==> config.mk <==
export PLATFORM = sky130hd
export DESIGN_NAME = vblank_window_ctrl
export DESIGN_NICKNAME = d
export VERILOG_FILES = /design/src/rtl/vbw_pkg.sv /design/src/rtl/vbw_line_tracker.sv /design/src/rtl/vbw_window_fsm.sv /design/src/rtl/vbw_mode_sel.sv /design/src/rtl/vblank_window_ctrl.sv
export SDC_FILE = /design/constraint.sdc
export NUM_CORES = 1
export LEC_CHECK = 0
export CAP_MARGIN = 30
export CELL_PAD_IN_SITES_DETAIL_PLACEMENT = 1
export CELL_PAD_IN_SITES_GLOBAL_PLACEMENT = 1
export CORE_UTILIZATION = 25
export DETAILED_ROUTE_END_ITERATION = 12
export DONT_BUFFER_PORTS = 1
export PLACE_DENSITY_LB_ADDON = 0.1
export SLEW_MARGIN = 20
export SYNTH_ARGS = -nofsm -noshare
export SYNTH_HDL_FRONTEND = slang
export SYNTH_SLANG_ARGS = --single-unit
==> constraint.sdc <==
create_clock -name clk -period 2.4 [get_ports clk]
set_clock_uncertainty 0.15 [all_clocks]
set_input_delay 0.36 -clock clk [delete_from_list [all_inputs] [get_ports clk]]
set_output_delay 0.36 -clock clk [all_outputs]
set_load 0.005 [all_outputs]
==> src/rtl/vbw_pkg.sv <==
package vbw_pkg;

    localparam int LINE_ID_W = 5;

    localparam int PAL_OPEN_ID  = 2;
    localparam int PAL_LAST_ID  = 10;
    localparam int NTSC_OPEN_ID = 3;
    localparam int NTSC_LAST_ID = 6;

    typedef enum logic [1:0] {
        PM_NORMAL = 2'b00,
        PM_SIMPLE = 2'b01,
        PM_BLACK  = 2'b10
    } path_mode_e;

    typedef struct packed {
        logic in_region;
        logic is_open;
    } line_class_t;

    typedef struct packed {
        path_mode_e luma;
        path_mode_e chroma;
    } path_pair_t;

    // Classify a line identifier against the blanking region of a standard.
    function automatic line_class_t classify_line(int unsigned id, logic pal);
        line_class_t c;
        int unsigned first_id;
        int unsigned last_id;
        first_id    = pal ? PAL_OPEN_ID : NTSC_OPEN_ID;
        last_id     = pal ? PAL_LAST_ID : NTSC_LAST_ID;
        c.in_region = (id >= first_id) && (id <= last_id);
        c.is_open   = (id == first_id);
        return c;
    endfunction

    // Per-path treatment for one line.
    function automatic path_pair_t select_modes(line_class_t cls, logic win,
                                                logic vb, logic mi, logic mo);
        path_pair_t p;
        if (!cls.in_region) begin
            p.luma   = PM_NORMAL;
            p.chroma = PM_NORMAL;
        end else if (win) begin
            p.luma   = mi ? PM_BLACK : PM_SIMPLE;
            p.chroma = mi ? PM_BLACK : PM_SIMPLE;
        end else if (vb) begin
            p.luma   = PM_NORMAL;
            p.chroma = PM_NORMAL;
        end else begin
            p.luma   = mo ? PM_SIMPLE : PM_BLACK;
            p.chroma = PM_BLACK;
        end
        return p;
    endfunction

endpackage

==> src/rtl/vbw_line_tracker.sv <==
module vbw_line_tracker
    import vbw_pkg::*;
#(
    parameter int ID_W = LINE_ID_W
) (
    input  logic            clk,
    input  logic            rst,
    input  logic [ID_W-1:0] line_id,
    input  logic            std_pal,
    output logic            new_line,
    output line_class_t     cls
);

    logic [ID_W-1:0] prev_q;
    logic            seen_q;

    always_ff @(posedge clk) begin
        if (rst) begin
            prev_q <= '0;
            seen_q <= 1'b0;
        end else begin
            prev_q <= line_id;
            seen_q <= 1'b1;
        end
    end

    assign new_line = !seen_q || (line_id != prev_q);

    always_comb begin
        cls = classify_line(32'(line_id), std_pal);
    end

endmodule

==> src/rtl/vbw_window_fsm.sv <==
module vbw_window_fsm
    import vbw_pkg::*;
#(
    parameter int ID_W = LINE_ID_W
) (
    input  logic            clk,
    input  logic            rst,
    input  logic            new_line,
    input  line_class_t     cls,
    input  logic            vblank,
    input  logic [ID_W-1:0] win_len,
    output logic            win_nxt,
    output logic            win_q
);

    localparam int CNT_W = ID_W;

    logic [CNT_W-1:0] cnt_q;
    logic [CNT_W-1:0] cnt_nxt;

    always_comb begin
        win_nxt = win_q;
        cnt_nxt = cnt_q;
        if (new_line) begin
            if (!cls.in_region) begin
                win_nxt = 1'b0;
            end else if (cls.is_open) begin
                win_nxt = !vblank;
                cnt_nxt = CNT_W'(1);
            end else if (win_q) begin
                if (vblank || (cnt_q >= win_len)) begin
                    win_nxt = 1'b0;
                end else begin
                    cnt_nxt = cnt_q + CNT_W'(1);
                end
            end
        end
    end

    always_ff @(posedge clk) begin
        if (rst) begin
            win_q <= 1'b0;
            cnt_q <= '0;
        end else begin
            win_q <= win_nxt;
            cnt_q <= cnt_nxt;
        end
    end

endmodule

==> src/rtl/vbw_mode_sel.sv <==
module vbw_mode_sel
    import vbw_pkg::*;
#(
    parameter int N_PATH = 2
) (
    input  logic        clk,
    input  logic        rst,
    input  logic        new_line,
    input  line_class_t cls,
    input  logic        win_nxt,
    input  logic        vblank,
    input  logic        mode_in,
    input  logic        mode_out,
    output path_pair_t  modes
);

    path_pair_t pair_d;
    path_mode_e pm_d [N_PATH];
    path_mode_e pm_q [N_PATH];

    always_comb begin
        pair_d   = select_modes(cls, win_nxt, vblank, mode_in, mode_out);
        pm_d[0]  = pair_d.luma;
        pm_d[1]  = pair_d.chroma;
    end

    for (genvar g = 0; g < N_PATH; g++) begin : g_path
        always_ff @(posedge clk) begin
            if (rst) begin
                pm_q[g] <= PM_NORMAL;
            end else if (new_line) begin
                pm_q[g] <= pm_d[g];
            end
        end
    end

    assign modes.luma   = pm_q[0];
    assign modes.chroma = pm_q[1];

endmodule

==> src/rtl/vblank_window_ctrl.sv <==
module vblank_window_ctrl
    import vbw_pkg::*;
#(
    parameter int ID_W = LINE_ID_W
) (
    input  logic            clk,
    input  logic            rst,
    input  logic [ID_W-1:0] line_id,
    input  logic            vblank,
    input  logic            std_pal,
    input  logic [ID_W-1:0] win_len,
    input  logic            mode_in,
    input  logic            mode_out,
    output logic            win_flag,
    output logic [1:0]      luma_mode,
    output logic [1:0]      chroma_mode
);

    logic        new_line;
    line_class_t cls;
    logic        win_nxt;
    logic        win_q;
    path_pair_t  modes;

    vbw_line_tracker #(.ID_W(ID_W)) u_track (
        .clk      (clk),
        .rst      (rst),
        .line_id  (line_id),
        .std_pal  (std_pal),
        .new_line (new_line),
        .cls      (cls)
    );

    vbw_window_fsm #(.ID_W(ID_W)) u_win (
        .clk      (clk),
        .rst      (rst),
        .new_line (new_line),
        .cls      (cls),
        .vblank   (vblank),
        .win_len  (win_len),
        .win_nxt  (win_nxt),
        .win_q    (win_q)
    );

    vbw_mode_sel #(.N_PATH(2)) u_mode (
        .clk      (clk),
        .rst      (rst),
        .new_line (new_line),
        .cls      (cls),
        .win_nxt  (win_nxt),
        .vblank   (vblank),
        .mode_in  (mode_in),
        .mode_out (mode_out),
        .modes    (modes)
    );

    assign win_flag    = win_q;
    assign luma_mode   = modes.luma;
    assign chroma_mode = modes.chroma;

endmodule

==> metrics.md <==
| Metric | Value |
|---|---|
| Tot GR Track Use | `0.1224` |
| Synth Cell Area | `977.2 um^2` |
| Switching share of power | `0.2423` |
| Largest family of logic cells by synthesized area | `compound AO/OA/AOI/OAI gates` |
| CTS tree | `done` |
| Combinational Power Share | `0.120` |
| Placed Cells incl. Taps | `154` |
| CP startpoint | `u_win.cnt_q[0]` |
| Boundary Pins | `21` |
| CTS buffer count | `3` |
| CP Capture Type | `flop` |
| Via density per instance | `between 4 and 5` |
| Register area | `361.6 um^2` |
| Switching pwr | `around 0.14 mW` |
| Pins Over Slew Limit | `0` |
| Mapped Nets | `around 130` |
| Design area | `1186 um^2` |
| Wl on met1 | `about 1.1 mm` |
| Reg-to-reg startpoint | `u_win.cnt_q[0]` |
| Setup_tns | `0 ns` |
| Synth Area in XOR/XNOR | `0.06274` |
| Number of synthesized flops with an enable pin | `4` |
| Via count | `between 700 and 800` |
| Area of the multi-input gates | `between 600 and 700 um^2` |
| Antenna Violating Nets Remaining | `0` |
| Die height | `approximately 65 um` |
| DR WL met3 | `slightly below 90 um` |
| Max cap viols | `0` |
| Most common cell after layout, fill and taps aside | `dfxtp_1` |
| DRT Wirelength | `2.189 mm` |
| H-Tree Level Count | `1` |
| Fin cells | `160` |
| Initial Utilization | `0.2630` |
| Top Layer Used | `met4` |
| Placement Rows | `22` |
| Yosys reg bits | `16` |
| Compound-Gate Fraction of Synth Area | `0.1921` |
| Total core area | `3716 um^2` |
| Synth Area in Adders | `0.1152` |
| Post-synthesis sequential area ratio | `0.3688` |
| Synth cell types | `33` |
| Syn Area/Cell | `~9.6 um^2` |
| Top FF cell, synth | `dfxtp_1` |
| Final Cycle Share | `0.9611` |
| WL per Instance | `about 14 um` |
| Cells after Synth | `approximately 100` |
| Worst Path Required | `2.26 ns` |
| Multiplexer area fraction after synthesis | `0.02305` |
| Routed met2 length | `~990 um` |
| Slew HR | `0.7096` |
| Final HPWL DP | `between 1.5 and 2 mm` |
| Largest net degree at the start of global routing | `11` |
| Leak | `roughly 0.46 nW` |
| DR pass1 iterations | `4` |
| Critical path arrival | `approximately 2.2 ns` |
| Vias in the first global route | `between 800 and 900` |
| Final Hold Vio Count | `0` |
| Final net count | `roughly 140` |
| Clk network pwr share | `0.379` |
| Initial antenna violation count | `0` |
| Clock latency on the worst-skew pair | `approximately 0.25 ns` |
| Layout fillers | `433` |
| Placer Congestion | `around 0.66` |
| Most frequent cells in the layout | `dfxtp_1, inv_1, nor2_1` |
| Startpoint types | `flop` |
| Post-Synth Simple-Gate Area | `0.1882` |
| # setup viols final | `0` |
| RSZ-0062 raised after global routing | `true` |
| First-pass GRT wire length | `3.822 mm` |
| DIE AREA | `between 4000 and 5000 um^2` |
| Max frequency | `roughly 0.43 GHz` |
| Flop pwr share | `0.501` |
| Ant diodes | `0` |
| Worst Path Class, Setup | `reg2reg` |
| Syn-to-layout area delta | `21.38%` |
| DRT iter0 DRCs | `27` |
| Remaining Overflow, GRT | `0` |
| Root buf cell | `clkbuf_8` |
| Clock-pin slew on the worst setup and hold paths | `around 0.07 ns` |
| Pwr dens | `slightly below 500 nW/um^2` |
| Yosys warnings | `0` |
| Remaining DRCs | `0` |
| Worst VDD drop | `0.1693 mV` |
| Worst-path maximum fanout | `5` |
| Hold/Removal Path Class | `in2reg` |
| Hold Crit Start | `rst` |
| Layout cells sized above 1 | `0.2232` |
| Pint | `0.4339 mW` |
| Ys async rst share | `0` |
| Worst slew pin tran | `around 0.43 ns` |
| Status | `completed` |
| Horiz. Die Dim | `roughly 65 um` |
| CTS Buffer Depth | `2` |
| CTS Sinks | `16` |
| Number of port buffers | `0` |
| Post-DP Area | `around 1100 um^2` |
| Tmin final | `between 2 and 2.5 ns` |
-- through the flow --
step | worst slack (ns) | util | hold slack (ns) | power (mW)
6_report | 0.09345 | 0.3192 | 0.01763 | 0.5727
5_1_grt | -0.01128 | 0.3192 | 0.0007405 | 0.6175
4_1_cts | 0.02359 | 0.3098 | 0.004242 | 0.5805
3_5_place_dp | -0.07386 | 0.2919 | 0.2817 | 0.3563
3_3_place_gp | -0.03404 | 0.2919 | 0.2788 | 0.3539
2_1_floorplan | 0.01589 | - | 0.3293 | 0.3423
-- state kept, by name, indices dropped and copies added, names as in the netlist --
signal	flops
u_mode.pm_q	4
u_track.prev_q	5
u_track.seen_q	1
u_win.cnt_q	5
u_win.win_q	1
-- cells by family (layout without fill, tap and decap cells) --
logic type / after synthesis / in the layout
simple gates: 36 / 36
compound gates: 19 / 19
flops: 16 / 16
buf+inv: 13 / 23
fa+ha+maj: 9 / 9
xor+xnor: 7 / 7
mux: 2 / 2
-- synth_stat cells, types with 2 or more instances --
library cell,n,area share
inv_1,11,0.042
nand2b_1,2,0.013
nor2b_1,3,0.019
a2111oi_4,2,0.056
nand3_1,3,0.015
xnor2_1,7,0.063
o21a_1,2,0.015
edfxtp_1,4,0.12
mux2_2,2,0.023
o21ai_0,2,0.010
dfxtp_1,12,0.25
ha_1,9,0.12
a211o_1,2,0.018
a21oi_1,4,0.020
nor2_1,10,0.038
clkbuf_1,2,0.0077
nand2_1,6,0.023
nand3b_1,2,0.015
nor3_1,3,0.015
-- timing repair --
item,4_1_cts,5_1_grt
pin swaps,3,0
endpoints found under the setup margin,5,6
hold buffers,0,1
endpoints found under the hold margin,0,3
buffers inserted,1,0
resized for setup,2,5
-- worst paths after layout --
path | endpoint | slack [ns] | cells after the start
hold reg to reg | u_win.cnt_q[4] | 0.41 | 2
hold / removal | u_track.prev_q[1] | 0.02 | 1
setup reg to reg | u_mode.pm_q[0][0] | 0.09 | 8
setup / recovery | u_mode.pm_q[0][0] | 0.09 | 8
-- metal layers --
metal | global-route usage | up-vias
met3 | 0.02993 | 4
met5 | 0 | -
met2 | 0.2000 | 16
li1 | - | 377
met1 | 0.1465 | 353
met4 | 0.06667 | 0
-- layout make-up --
class,count,area share
Inverter,11,0.03481
Timing Repair Buffer,8,0.05274
Multi-Input combinational cell,73,0.5190
Tap cell,48,0.05063
Clock buffer,4,0.03797
Sequential cell,16,0.3049
-- power by group through the flow --
stage	logic, mW	clock network [mW]	registers [mW]
after floorplan	0.0502	0	0.292
after global placement	0.0613	0	0.293
after detailed placement	0.0632	0	0.293
after CTS	0.0649	0.229	0.287
after global routing	0.0788	0.251	0.288
final	0.0687	0.217	0.287
-- worst max-delay path: stages (launching register included) --
cell	delay [ns]
dfxtp_2	0.33
inv_2	0.04
ha_4	0.20
nand2b_4	0.12
a211o_1	0.27
a31o_1	0.21
a2111oi_4	0.31
a21oi_2	0.11
mux2_4	0.32
Power figures use the tool's default switching activity.
